[config.mk]
export PLATFORM = sky130hd
export DESIGN_NAME = lpc_io_target
export DESIGN_NICKNAME = d
export VERILOG_FILES = /design/src/rtl/lpc_tgt_pkg.sv /design/src/rtl/lpc_tgt_fsm.sv /design/src/rtl/lpc_tgt_chan.sv /design/src/rtl/lpc_tgt_a20.sv /design/src/rtl/lpc_io_target.sv
export SDC_FILE = /design/constraint.sdc
export NUM_CORES = 1
export LEC_CHECK = 0
export BUFFER_PORTS_ARGS = -buffer_cell sky130_fd_sc_hd__buf_4
export CELL_PAD_IN_SITES_DETAIL_PLACEMENT = 1
export CELL_PAD_IN_SITES_GLOBAL_PLACEMENT = 1
export CORE_MARGIN = 1.5
export CORE_UTILIZATION = 51
export CTS_CLUSTER_DIAMETER = 200
export DETAILED_ROUTE_END_ITERATION = 8
export PLACE_DENSITY_LB_ADDON = 0.1
export SYNTH_ARGS = -nofsm -noshare
export SYNTH_HDL_FRONTEND = slang
export SYNTH_SLANG_ARGS = --single-unit
[constraint.sdc]
create_clock -name lclk -period 3.8 [get_ports lclk]
set_input_delay 0.95 -clock lclk [delete_from_list [all_inputs] [get_ports lclk]]
set_output_delay 0.95 -clock lclk [all_outputs]
set_load 0.02 [all_outputs]
[src/rtl/lpc_tgt_pkg.sv]
package lpc_tgt_pkg;
  typedef enum logic [3:0] {
    S_IDLE, S_TYPE, S_ADDR, S_DLO, S_DHI, S_TAR0, S_TAR1,
    S_SYNC, S_RLO, S_RHI, S_TARB
  } lpc_st_e;

  localparam logic [3:0] SYNC_READY = 4'h0;
  localparam logic [3:0] LAD_IDLE   = 4'hF;
  localparam logic [7:0] CMD_A20    = 8'hD1;
  localparam int         ST_OBF     = 0;
  localparam int         ST_IBF     = 1;
  localparam int         ST_CD      = 3;
  localparam logic [7:0] ST_USER    = 8'hF4;
endpackage

[src/rtl/lpc_tgt_fsm.sv]
module lpc_tgt_fsm import lpc_tgt_pkg::*; #(
  parameter int ADDR_W = 16
) (
  input  logic              clk,
  input  logic              rst_n,
  input  logic              lframe_n,
  input  logic [3:0]        lad_in,
  output logic [3:0]        lad_out,
  output logic              lad_oe,
  input  logic              hit,
  input  logic [7:0]        rdata,
  output logic              wr,
  output logic              rd,
  output logic [ADDR_W-1:0] addr,
  output logic [7:0]        wdata
);
  localparam int ANIB = ADDR_W / 4;
  localparam int CW   = (ANIB > 1) ? $clog2(ANIB) : 1;

  lpc_st_e       st;
  logic          is_wr;
  logic [CW-1:0] cnt;
  logic [7:0]    rd_q;

  always_ff @(posedge clk or negedge rst_n) begin
    if (!rst_n) begin
      st    <= S_IDLE;
      is_wr <= 1'b0;
      cnt   <= '0;
      addr  <= '0;
      wdata <= '0;
      rd_q  <= '0;
    end else if (!lframe_n) begin
      // start or abort: any frame low re-synchronises the machine
      st <= (lad_in == 4'h0) ? S_TYPE : S_IDLE;
    end else begin
      unique case (st)
        S_IDLE: st <= S_IDLE;
        S_TYPE: begin
          is_wr <= lad_in[1];
          cnt   <= '0;
          st    <= (lad_in[3:2] == 2'b00) ? S_ADDR : S_IDLE;
        end
        S_ADDR: begin
          addr <= {addr[ADDR_W-5:0], lad_in};
          cnt  <= cnt + 1'b1;
          if (cnt == CW'(ANIB - 1)) st <= is_wr ? S_DLO : S_TAR0;
        end
        S_DLO: begin wdata[3:0] <= lad_in; st <= S_DHI; end
        S_DHI: begin wdata[7:4] <= lad_in; st <= S_TAR0; end
        S_TAR0: st <= S_TAR1;
        S_TAR1: st <= hit ? S_SYNC : S_IDLE;
        S_SYNC: begin
          if (!is_wr) rd_q <= rdata;
          st <= is_wr ? S_TARB : S_RLO;
        end
        S_RLO:  st <= S_RHI;
        S_RHI:  st <= S_TARB;
        S_TARB: st <= S_IDLE;
        default: st <= S_IDLE;
      endcase
    end
  end

  assign wr = (st == S_SYNC) && is_wr && lframe_n;
  assign rd = (st == S_SYNC) && !is_wr && lframe_n;

  always_comb begin
    lad_oe  = 1'b1;
    lad_out = LAD_IDLE;
    unique case (st)
      S_SYNC: lad_out = SYNC_READY;
      S_RLO:  lad_out = rd_q[3:0];
      S_RHI:  lad_out = rd_q[7:4];
      S_TARB: lad_out = LAD_IDLE;
      default: lad_oe = 1'b0;
    endcase
  end
endmodule

[src/rtl/lpc_tgt_chan.sv]
module lpc_tgt_chan import lpc_tgt_pkg::*; (
  input  logic       clk,
  input  logic       rst_n,
  input  logic       h_wr_data,
  input  logic       h_wr_cmd,
  input  logic       h_rd_data,
  input  logic [7:0] h_wdata,
  input  logic       c_wr_odr,
  input  logic       c_wr_sts,
  input  logic       c_rd_idr,
  input  logic [7:0] c_wdata,
  output logic [7:0] idr,
  output logic [7:0] odr,
  output logic [7:0] sts
);
  logic obf, ibf, cd;
  logic [7:0] user;

  always_ff @(posedge clk or negedge rst_n) begin
    if (!rst_n) begin
      idr <= '0; odr <= '0; obf <= 1'b0; ibf <= 1'b0; cd <= 1'b0; user <= '0;
    end else begin
      if (h_wr_data || h_wr_cmd) begin
        idr <= h_wdata;
        cd  <= h_wr_cmd;
      end
      // set wins over a same-cycle clear
      if (h_wr_data || h_wr_cmd) ibf <= 1'b1;
      else if (c_rd_idr)         ibf <= 1'b0;
      if (c_wr_odr) begin
        odr <= c_wdata;
        obf <= 1'b1;
      end else if (h_rd_data) begin
        obf <= 1'b0;
      end
      if (c_wr_sts) user <= c_wdata & ST_USER;
    end
  end

  always_comb begin
    sts         = user;
    sts[ST_OBF] = obf;
    sts[ST_IBF] = ibf;
    sts[ST_CD]  = cd;
  end
endmodule

[src/rtl/lpc_tgt_a20.sv]
module lpc_tgt_a20 import lpc_tgt_pkg::*; (
  input  logic       clk,
  input  logic       rst_n,
  input  logic       wr_cmd,
  input  logic       wr_data,
  input  logic [7:0] wdata,
  output logic       eat,
  output logic       a20
);
  logic armed;

  assign eat = (wr_cmd && wdata == CMD_A20) || (wr_data && armed);

  always_ff @(posedge clk or negedge rst_n) begin
    if (!rst_n) begin
      armed <= 1'b0;
      a20   <= 1'b0;
    end else if (wr_cmd) begin
      armed <= (wdata == CMD_A20);
    end else if (wr_data && armed) begin
      a20   <= wdata[1];
      armed <= 1'b0;
    end
  end
endmodule

[src/rtl/lpc_io_target.sv]
module lpc_io_target import lpc_tgt_pkg::*; #(
  parameter int                ADDR_W   = 16,
  parameter int                XBYTES   = 16,
  parameter logic [ADDR_W-1:0] CH1_DATA = 'h60,
  parameter logic [ADDR_W-1:0] CH1_CMD  = 'h64,
  parameter logic [ADDR_W-1:0] CH2_DATA = 'h62,
  parameter logic [ADDR_W-1:0] CH2_CMD  = 'h66,
  localparam int XB_AW   = $clog2(XBYTES),
  localparam int BLK_LSB = XB_AW + 1,
  localparam int CPU_AW  = XB_AW + 1
) (
  input  logic                      lclk,
  input  logic                      lreset_n,
  input  logic                      lframe_n,
  input  logic [3:0]                lad_in,
  output logic [3:0]                lad_out,
  output logic                      lad_oe,
  input  logic [ADDR_W-BLK_LSB-1:0] ch3_blk,
  input  logic [CPU_AW-1:0]         cpu_addr,
  input  logic                      cpu_wr,
  input  logic                      cpu_rd,
  input  logic [7:0]                cpu_wdata,
  output logic [7:0]                cpu_rdata,
  output logic                      a20_gate
);
  localparam int NCH = 3;

  logic              h_wr, h_rd, h_hit, x_hit, a20_eat;
  logic [ADDR_W-1:0] h_addr, ch3_a;
  logic [7:0]        h_wdata, h_rdata;
  logic [ADDR_W-1:0] dat_a [NCH];
  logic [ADDR_W-1:0] cmd_a [NCH];
  logic [NCH-1:0]    hd, hc, eat, c_sel;
  logic [7:0]        idr_q [NCH];
  logic [7:0]        odr_q [NCH];
  logic [7:0]        sts_q [NCH];
  logic [7:0]        xb_q  [XBYTES];
  logic [XB_AW-1:0]  x_idx;

  lpc_tgt_fsm #(.ADDR_W(ADDR_W)) u_fsm (
    .clk(lclk), .rst_n(lreset_n), .lframe_n(lframe_n), .lad_in(lad_in),
    .lad_out(lad_out), .lad_oe(lad_oe), .hit(h_hit), .rdata(h_rdata),
    .wr(h_wr), .rd(h_rd), .addr(h_addr), .wdata(h_wdata)
  );

  assign ch3_a    = {ch3_blk, {BLK_LSB{1'b0}}};
  assign dat_a[0] = CH1_DATA;
  assign cmd_a[0] = CH1_CMD;
  assign dat_a[1] = CH2_DATA;
  assign cmd_a[1] = CH2_CMD;
  assign dat_a[2] = ch3_a;
  assign cmd_a[2] = ch3_a | ADDR_W'(1);
  assign x_hit    = (h_addr[ADDR_W-1:XB_AW] == {ch3_blk, 1'b1});
  assign x_idx    = h_addr[XB_AW-1:0];
  assign h_hit    = (|hd) || (|hc) || x_hit;
  assign eat      = {{(NCH-1){1'b0}}, a20_eat};

  lpc_tgt_a20 u_a20 (
    .clk(lclk), .rst_n(lreset_n),
    .wr_cmd(h_wr && hc[0]), .wr_data(h_wr && hd[0]), .wdata(h_wdata),
    .eat(a20_eat), .a20(a20_gate)
  );

  for (genvar i = 0; i < NCH; i++) begin : g_ch
    assign hd[i]    = (h_addr == dat_a[i]);
    assign hc[i]    = (h_addr == cmd_a[i]);
    assign c_sel[i] = !cpu_addr[XB_AW] && (cpu_addr[XB_AW-1:1] == (XB_AW-1)'(i));
    lpc_tgt_chan u_ch (
      .clk(lclk), .rst_n(lreset_n),
      .h_wr_data(h_wr && hd[i] && !eat[i]),
      .h_wr_cmd(h_wr && hc[i] && !eat[i]),
      .h_rd_data(h_rd && hd[i]),
      .h_wdata(h_wdata),
      .c_wr_odr(cpu_wr && c_sel[i] && !cpu_addr[0]),
      .c_wr_sts(cpu_wr && c_sel[i] && cpu_addr[0]),
      .c_rd_idr(cpu_rd && c_sel[i] && !cpu_addr[0]),
      .c_wdata(cpu_wdata),
      .idr(idr_q[i]), .odr(odr_q[i]), .sts(sts_q[i])
    );
  end

  // extra bytes of the programmable channel; host side wins a collision
  always_ff @(posedge lclk or negedge lreset_n) begin
    if (!lreset_n) begin
      for (int k = 0; k < XBYTES; k++) xb_q[k] <= '0;
    end else if (h_wr && x_hit) begin
      xb_q[x_idx] <= h_wdata;
    end else if (cpu_wr && cpu_addr[XB_AW]) begin
      xb_q[cpu_addr[XB_AW-1:0]] <= cpu_wdata;
    end
  end

  always_comb begin
    h_rdata = x_hit ? xb_q[x_idx] : 8'h00;
    for (int i = 0; i < NCH; i++) begin
      if (hd[i]) h_rdata = odr_q[i];
      if (hc[i]) h_rdata = sts_q[i];
    end
  end

  always_comb begin
    cpu_rdata = cpu_addr[XB_AW] ? xb_q[cpu_addr[XB_AW-1:0]] : 8'h00;
    for (int i = 0; i < NCH; i++)
      if (c_sel[i]) cpu_rdata = cpu_addr[0] ? sts_q[i] : idr_q[i];
  end
endmodule

## Word level (Yosys, flattened, before mapping)

Cells that the tools add are included.
Widths: inputs -> output; s select.

| storage, ports and cells | value |
|---|---|
| bits in registers | 241 |
| input bits | 33 |
| logic and storage cells | 198 |

| cells by class | value |
|---|---|
| add/subtract/negate cells | 1 |
| $lt $le $gt $ge | 4 |
| eq/ne operators | 22 |
| muxes and demuxes | 53 |
| bitwise operators | 4 |
| reduce and logical (&&, ||, !) cells | 71 |

Operators with widths:

| kind | number |
|---|---|
| $bwmux 128 | 2 |
| $mux 128 | 2 |
| $mux 8 | 20 |
| $bmux 8 s4 | 2 |
| $demux 8 s4 | 2 |
| $eq 16x7->1 const B | 4 |
| $logic_and 1x1->1 | 39 |
| $pmux 4 s9 | 1 |
| $eq 16x16->1 | 2 |
| $reduce_bool 2->1 | 9 |
| $eq 4x3->1 const B | 4 |
| $mux 1 | 16 |
| $eq 12x12->1 | 1 |
| $eq 4x4->1 const B | 3 |
| $pmux 4 s3 | 1 |
| $reduce_and 2->1 | 6 |
| $ge 5x5->1 const B | 2 |
| $lt 5x1->1 const B | 2 |
| $not 4->5 | 2 |
| $eq 4x2->1 const B | 2 |
| $eq 8x8->1 const B | 1 |
| $mux 4 | 2 |
| $logic_or 1x1->1 | 6 |
| $mux 3 | 2 |
| other kinds (16) | 22 |

## Depth between registers and ports, before layout

Gate-level depths: netlist of the first run.

| logic depth | value |
|---|---|
| depth in word-level cells | 11 |
| gate-level depth with buffers | 9 |

## Cells and area by module

From an unflattened synthesis of the first run, not the netlist that was laid out.

| unflattened totals | value |
|---|---|
| cells, all modules | 1,274 |
| area, all modules | 14,397.6 um^2 |

Modules (own cells, without submodules):

| module | times used | cells each | area each (um^2) | seq. area each (um^2) |
|---|---|---|---|---|
| lpc_io_target | 1 | 946 | 9,728.1 | 3,203.1 |
| lpc_tgt_chan | 3 | 56 | 908.4 | 600.6 |
| lpc_tgt_fsm | 1 | 149 | 1,824.2 | 975.9 |
| lpc_tgt_a20 | 1 | 11 | 120.1 | 50.0 |

## Worst setup path before layout of the first run

Ideal clock, no wire load.

| path | value |
|---|---|
| kind | input to output |
| start | input port cpu_addr[0] |
| end | output port cpu_rdata[0] |
| arrival time | 2.705 ns |
| required time | 2.850 ns |
| path slack | 0.145 ns |
| cell stages on the path | 6 |
| buffers on the path | 2 |
| path through | buf_4 -> buf_2 -> mux4_2 -> mux4_2 -> a21oi_1 -> a21oi_1 |

| on the way | value |
|---|---|
| cells in the longest elaborated chain, start to end | 8 |
| elaborated cells between the ends (all ways) | 11 |

Ends and longest elaborated chain:

| what | line | text |
|---|---|---|
| start: declaration | lpc_io_target.sv:19 | `input logic [CPU_AW-1:0] cpu_addr,` |
| $not 4->5 (not written as such) | lpc_io_target.sv:102 | `cpu_rdata = cpu_addr[XB_AW] ? xb_q[cpu_addr[XB_AW-1:0]] : 8'h00;` |
| $bmux 8 s4 | lpc_io_target.sv:102 |  |
| $mux 8 (not written as such) (2 in a row) | lpc_io_target.sv:102 |  |
| $mux 8 | lpc_io_target.sv:102 |  |
| $mux 8 (2 in a row) | lpc_io_target.sv:104 | `if (c_sel[i]) cpu_rdata = cpu_addr[0] ? sts_q[i] : idr_q[i];` |
| $mux 8 * | lpc_io_target.sv:104 |  |
| end: declaration | lpc_io_target.sv:23 | `output logic [7:0] cpu_rdata,` |

Mark *: on every way between the ends. The rest lies on a longest branch, timed or not. The select of a mux whose other input is x is not followed.

## Final worst setup path of the first run

| path | value |
|---|---|
| start | input port cpu_addr[0] |
| end | output port cpu_rdata[6] |

The elaborated chain is that of the path after synthesis.

==> results.json, run 1 <==
{
  "worstSetupStartpointType": "input pin",
  "syn_area_per_cell_um2": 10.3,
  "power.leakage_nw": 7.19,
  "critical_path.max_fanout": 9,
  "cap_viol_max_count": 0,
  "relSlewSlack_pct": 27.2,
  "synth_cells": 1493,
  "initial_core_util_pct": 51.9,
  "clkPwrFrac_pct": 44.6,
  "grt_pass1_vias": 14100,
  "cellPowerDensity_nw_per_um2": 354,
  "netlist-cell-type-count": 64,
  "path_class": "input pin to output pin",
  "swShare_pct": 25.7,
  "cts-htree-levels": 1,
  "hold_ws_ns": 0.365,
  "avgRoutedWirePerCell_um": 31.0,
  "period_needed_ns": 3.75,
  "synth_area_leaders": "dfrtp_1 39%, mux2_2 11%, mux4_2 11%",
  "wirelength_um": 58900,
  "finalSetupViolations": 0,
  "synth_edf_count": 0,
  "numCtsBuffers": 29,
  "ys.flop_type": "dfrtp_1",
  "syn2layout_area_growth_pct": 12.0,
  "hpwlAfterDp_um": 38900,
  "tns_ns": 0,
  "numPortBuffers": 46,
  "clock-sinks": 241,
  "critPathRequiredTime_ns": 2.85,
  "clk_latency_ns": 0.57,
  "cts_tree": "yes",
  "place_area_um2": 16200,
  "worst_slack_ns": 0.0481,
  "synth_largest_area_cell": "dfrtp_1",
  "first_iter_violations": 1323,
  "antennaDiodeCount": 0,
  "vdd_ir_drop_max_mv": 0.301,
  "drt-pass1-iter-count": 7,
  "synth_seq_area_share_pct": 39.2,
  "hold_viol": 0,
  "slowest_stage": "mux4_2",
  "dp.cells": 1851,
  "design_area_um2": 17200,
  "grt_pass1_wl_um": 89700,
  "async_flop_share_pct": 100,
  "drv_slew": 0,
  "arrival_ns": 2.80,
  "syn-cell-area_um2": 15400,
  "switchingPower_mw": 1.56,
  "cts_root_buf": "clkbuf_16",
  "power_mw": 6.10,
  "status": "finished, final reports clean",
  "num_io_pins": 47,
  "dp_slack_ns": -0.0290,
  "cp_num_buf_inv": 3,
  "ant_nets": 0,
  "power_frac_seq_pct": 46.2,
  "drc": 0,
  "clk_path_buf_depth": 3,
  "place_congestion": 0.952,
  "yosys_register_bits": 241,
  "coreArea_um2": 29600,
  "die_area_um2": 31200,
  "drive_above_1_share_pct": 28.3,
  "skew_ns": 0.0108,
  "clkTransAtPathRegs_ns": 0.06,
  "cpPeakStageDelay_ns": 0.56,
  "grt_max_degree": 100,
  "syn_nets": 1527,
  "internal_power_mw": 4.53,
  "ys_warn_count": 0,
  "viasPerCell": 7.09,
  "yosys.area.top_type_share_pct": 39.2,
  "grt_usage_pct": 38.5,
  "layout.cells.non_filler": 1901,
  "dr_total_vias": 13500,
  "max_clock_freq_mhz": 267,
  "std_cell_rows": 63,
  "grt_antenna_before_repair": 1,
  "fin_util_pct": 58.1,
  "combinationalPowerShare_pct": 9.2,
  "worst_slew_pin_slew_ns": 1.08,
  "cp_top_family": "multiplexers",
  "period_share_pct": 98.7,
  "nets": 1528,
  "gr-total-overflow": 0,
  "die_w_um": 177,
  "path_cells": "buf_6 > buf_4 > mux4_2 > mux4_2 > a21oi_2 > a21oi_1 > buf_4",
  "cp-end-kind": "output pin",
  "die_h_um": 177,
  "hold_class": "input pin to asynchronous set/reset pin"
}
==> synth_stat cells, types with 7 or more instances <==
cell type  instances
a211oi_1          11
a21oi_1           46
a22oi_1           13
buf_1             15
buf_2             20
clkbuf_1         101
dfrtp_1          241
mux2_1            58
mux2_2           150
mux2_4             8
mux2i_1           26
mux4_2            74
nand2_1          195
nand2b_1          14
nand3_1           33
nand4_1          133
nor2_1            46
nor2b_1           18
nor3_1            11
o21ai_0          154
o21ai_4           10
o22ai_1           16
or3_1              7
xnor2_1           11
==> layer usage <==
| metal | up-vias | GRT usage [%] | wire length, µm |
|---|---|---|---|
| met4 | 0 | 20.8 | 3940 |
| met5 | - | 0 | 0 |
| met2 | 658 | 61.8 | 27400 |
| li1 | 5601 | - | - |
| met1 | 6982 | 49.7 | 23100 |
| met3 | 236 | 6.76 | 4330 |
==> final cells by class <==
type	count	area, µm²
clock buffers	43	818
clock inverters	5	81.3
fillers	3184	12400
inverters	2	7.51
multi-input cells	1105	8780
flip-flops and latches	241	6030
well taps	390	488
repair buffers	115	1010
==> state kept, by name, summed over array words and instances (netlist names), 2 cells and up <==
register / flops
g_ch.u_ch.odr: 24
u_fsm.wdata: 8
xb_q: 128
g_ch.u_ch.ibf: 3
u_fsm.st: 4
g_ch.u_ch.cd: 3
g_ch.u_ch.user: 15
u_fsm.cnt: 2
u_fsm.addr: 16
u_fsm.rd_q: 8
g_ch.u_ch.obf: 3
g_ch.u_ch.idr: 24
==> cells in the final DEF (no fill, tap or decap), types with 3 or more instances in the layout <==
| cell | Yosys | routed |
|---|---|---|
| dfrtp_1 | 241 | 239 |
| nand2_1 | 195 | 195 |
| o21ai_0 | 154 | 154 |
| mux2_2 | 150 | 150 |
| nand4_1 | 133 | 133 |
| buf_4 | 3 | 103 |
| mux4_2 | 74 | 74 |
| mux2_1 | 58 | 58 |
| nor2_1 | 46 | 46 |
| a21oi_1 | 46 | 39 |
| nand3_1 | 33 | 33 |
| clkbuf_16 | 0 | 31 |
| mux2i_1 | 26 | 26 |
| nor2b_1 | 18 | 18 |
| o22ai_1 | 16 | 16 |
| nand2b_1 | 14 | 14 |
| a22oi_1 | 13 | 13 |
| nor3_1 | 11 | 11 |
| a211oi_1 | 11 | 11 |
| xnor2_1 | 11 | 11 |
| o21ai_4 | 10 | 10 |
| clkbuf_1 | 101 | 10 |
| mux2_4 | 8 | 8 |
| buf_12 | 1 | 8 |
| a21oi_2 | 0 | 7 |
| or3_1 | 7 | 7 |
| nand3b_1 | 6 | 6 |
| a22o_1 | 6 | 6 |
| o21ai_2 | 6 | 6 |
| nor3_2 | 5 | 5 |
| clkbuf_8 | 0 | 4 |
| nor4_2 | 2 | 3 |
| nor4_1 | 5 | 3 |
| or4_1 | 3 | 3 |
| o221ai_1 | 3 | 3 |
| o31ai_1 | 3 | 3 |
==> what timing repair did <==
item / CTS / global route
endpoints found under the setup margin: 5 / 8
buffers inserted: 0 / 0
hold buffers: 0 / 0
gates cloned: 0 / 2
gates resized for setup: 5 / 3
==> power by group through the flow <==
stage	logic (mW)	registers (mW)	clock network (mW)
after floorplan	0.328	2.78	0
after global placement	0.527	2.85	0
after detailed placement	0.545	2.85	0
after CTS	0.551	2.81	2.76
after global routing	0.600	2.82	2.84
final	0.559	2.82	2.72
==> worst reg2reg max path, delay by kind of cell, from the launching register on <==
family          cells  cell delay, ns
compound gates      1            0.30
simple gates        3            1.88
mux                 1            0.41
flops               1            0.54
==> logic make-up (layout without fill, tap and decap cells) <==
logic type / after synthesis / count (layout) / synth area share, %
buffers and inverters: 147 / 165 / 4.05
muxes: 316 / 316 / 28.6
xor gates and xnor gates: 12 / 12 / 0.684
AOI/OAI and AO/OA: 284 / 284 / 11.3
adders and majority gates: 1 / 1 / 0.0814
DFF: 241 / 241 / 39.2
and+or+nand+nor: 492 / 492 / 16.1
==> path summary, 6_finish.rpt <==
check	slack [ns]	startpoint	to	cells after the start
min in group lclk	0.50	g_ch[2].u_ch.idr[3]$_DFFE_PN0P_	g_ch[2].u_ch.idr[3]$_DFFE_PN0P_	1
hold / removal	0.37	lreset_n	u_fsm.cnt[1]$_DFFE_PN0P_	1
setup / recovery	0.05	cpu_addr[0]	cpu_rdata[6]	7
hold reg to reg	0.50	g_ch[2].u_ch.idr[3]$_DFFE_PN0P_	g_ch[2].u_ch.idr[3]$_DFFE_PN0P_	1
max in group asynchronous	2.43	lreset_n	g_ch[2].u_ch.user[2]$_DFFE_PN0P_	2
setup reg to reg	0.56	u_fsm.addr[1]$_DFFE_PN0P_	g_ch[2].u_ch.idr[4]$_DFFE_PN0P_	5
(Power assumes the default switching activity.)
==> run 2, diff against run 1 <==
REMOVE_ABC_BUFFERS = 1   (was default)
==> results.json, run 2 (synthesized netlist as in run 1, its figures left out) <==
{
  "hpwlAfterDp_um": 39900,
  "clkTransAtPathRegs_ns": 0.06,
  "grt_max_degree": 103,
  "cellPowerDensity_nw_per_um2": 367,
  "worst_slack_ns": 0.0501,
  "drc": 0,
  "drv_slew": 0,
  "grt_antenna_before_repair": 0,
  "clock-sinks": 241,
  "regMostFlops": "xb_q",
  "first_iter_violations": 1156,
  "max_clock_freq_mhz": 267,
  "viasPerCell": 7.06,
  "r2r_slack_ns": 0.94,
  "largest_register_ffs": 128,
  "most-common-layout-cells": "239 x dfrtp_1, 195 x nand2_1, 154 x o21ai_0, 150 x mux2_2, 133 x nand4_1",
  "gr-total-overflow": 0,
  "nets": 1538,
  "power.leakage_nw": 7.31,
  "clk_latency_ns": 0.57,
  "num_io_pins": 47,
  "rsz0062_at_grt": "true",
  "cts_setup_buffers": 0,
  "ant_nets": 0,
  "numCtsBuffers": 29,
  "grt_usage_pct": 38.8,
  "initial_core_util_pct": 51.9,
  "cp-end-kind": "output pin",
  "tns_ns": 0,
  "finalSetupViolations": 0,
  "numPortBuffers": 46,
  "clk_path_buf_depth": 3,
  "antennaDiodeCount": 0,
  "path_class": "input pin to output pin",
  "relSlewSlack_pct": 31.4,
  "cts_tree": "yes",
  "drive_above_1_share_pct": 29.1,
  "reg2reg_from": "u_fsm.st[1]$_DFFE_PN0P_",
  "hold_viol": 0,
  "syn2layout_area_growth_pct": 13.3,
  "critical_path.max_fanout": 11,
  "worst_slew_pin_slew_ns": 1.02,
  "r2r_end": "g_ch[0].u_ch.idr[7]$_DFFE_PN0P_",
  "grt_pass1_vias": 14000,
  "period_share_pct": 98.7,
  "die_area_um2": 31200,
  "dp_slack_ns": -0.0673,
  "avgRoutedWirePerCell_um": 31.1,
  "cts-htree-levels": 1,
  "period_needed_ns": 3.75,
  "cap_viol_max_count": 0,
  "vdd_ir_drop_max_mv": 0.408,
  "reg_top3": "xb_q: 128 flops, g_ch.u_ch.idr: 24 flops, g_ch.u_ch.odr: 24 flops",
  "power_mw": 6.38,
  "skew_ns": 0.0194,
  "status": "finished, final reports clean",
  "die_h_um": 177,
  "std_cell_rows": 63,
  "drt-pass1-iter-count": 5,
  "hold_ws_ns": 0.414,
  "dr_total_vias": 13500,
  "coreArea_um2": 29600,
  "hold_class": "input pin to asynchronous set/reset pin",
  "fin_util_pct": 58.8,
  "arrival_ns": 2.80,
  "die_w_um": 177,
  "worstSetupStartpointType": "input pin",
  "grt_pass1_wl_um": 89500,
  "r2r_cells": 6,
  "cts_root_buf": "clkbuf_16",
  "wirelength_um": 59600,
  "critPathRequiredTime_ns": 2.85,
  "layout_commonest_cell": "dfrtp_1",
  "place_congestion": 0.997
}
==> run 2: worst max path at each step <==
stage / from / to / slack, ns / cells past startpoint
detailed placement: cpu_addr[0] / cpu_rdata[4] / -0.07 / 7
finish: cpu_addr[0] / cpu_rdata[4] / 0.05 / 7
global route: cpu_addr[3] / cpu_rdata[0] / -0.005 / 7
CTS: cpu_addr[0] / cpu_rdata[4] / 0.02 / 7
floorplan: ch3_blk[9] / xb_q[112]$_DFFE_PN0P_ / -7.15 / 6
global placement: cpu_addr[0] / cpu_rdata[0] / -0.04 / 7
==> run 2: layout make-up <==
| cell class | instances | area (µm²) |
|---|---|---|
| Fill cell | 3151 | 12200 |
| Multi-Input combinational cell | 1105 | 8770 |
| Sequential cell | 241 | 6030 |
| Timing Repair Buffer | 125 | 1100 |
| Clock buffer | 38 | 810 |
| Tap cell | 390 | 488 |
| Clock inverter | 14 | 208 |
| Inverter | 2 | 7.51 |
==> run 2: per-stage QoR <==
stage	cells	instance area, µm²
2_1_floorplan	1348	14800
3_3_place_gp	1862	16300
3_5_place_dp	1862	16300
4_1_cts	1914	17400
5_1_grt	1915	17400
6_report	1915	17400
==> run 2: power by group <==
part           total [mW]  switching (mW)  internal [mW]
clock network        3.00            1.17           1.83
registers            2.81           0.128           2.69
logic               0.568           0.323          0.245
==> run 2: worst max-delay path, stage by stage <==
cell	delay [ns]
buf_12	0.14
buf_12	0.15
mux4_2	0.52
mux4_2	0.55
a21oi_1	0.17
a21oi_1	0.09
buf_4	0.20
==> run 2: per-layer routing <==
metal / up-vias / wire (µm) / track usage (%)
met1: 6988 / 23100 / 49.5
met5: - / 0 / 0
met3: 229 / 4820 / 7.84
li1: 5631 / - / -
met2: 677 / 28000 / 62.2
met4: 0 / 3700 / 21.2
==> run 2: timing repair <==
item                                    4_1_cts  5_1_grt
endpoints found under the setup margin        8        8
hold endpoints to repair                      0        0
resized for setup                             3        8
hold buffers                                  0        0
gates cloned                                  0        1
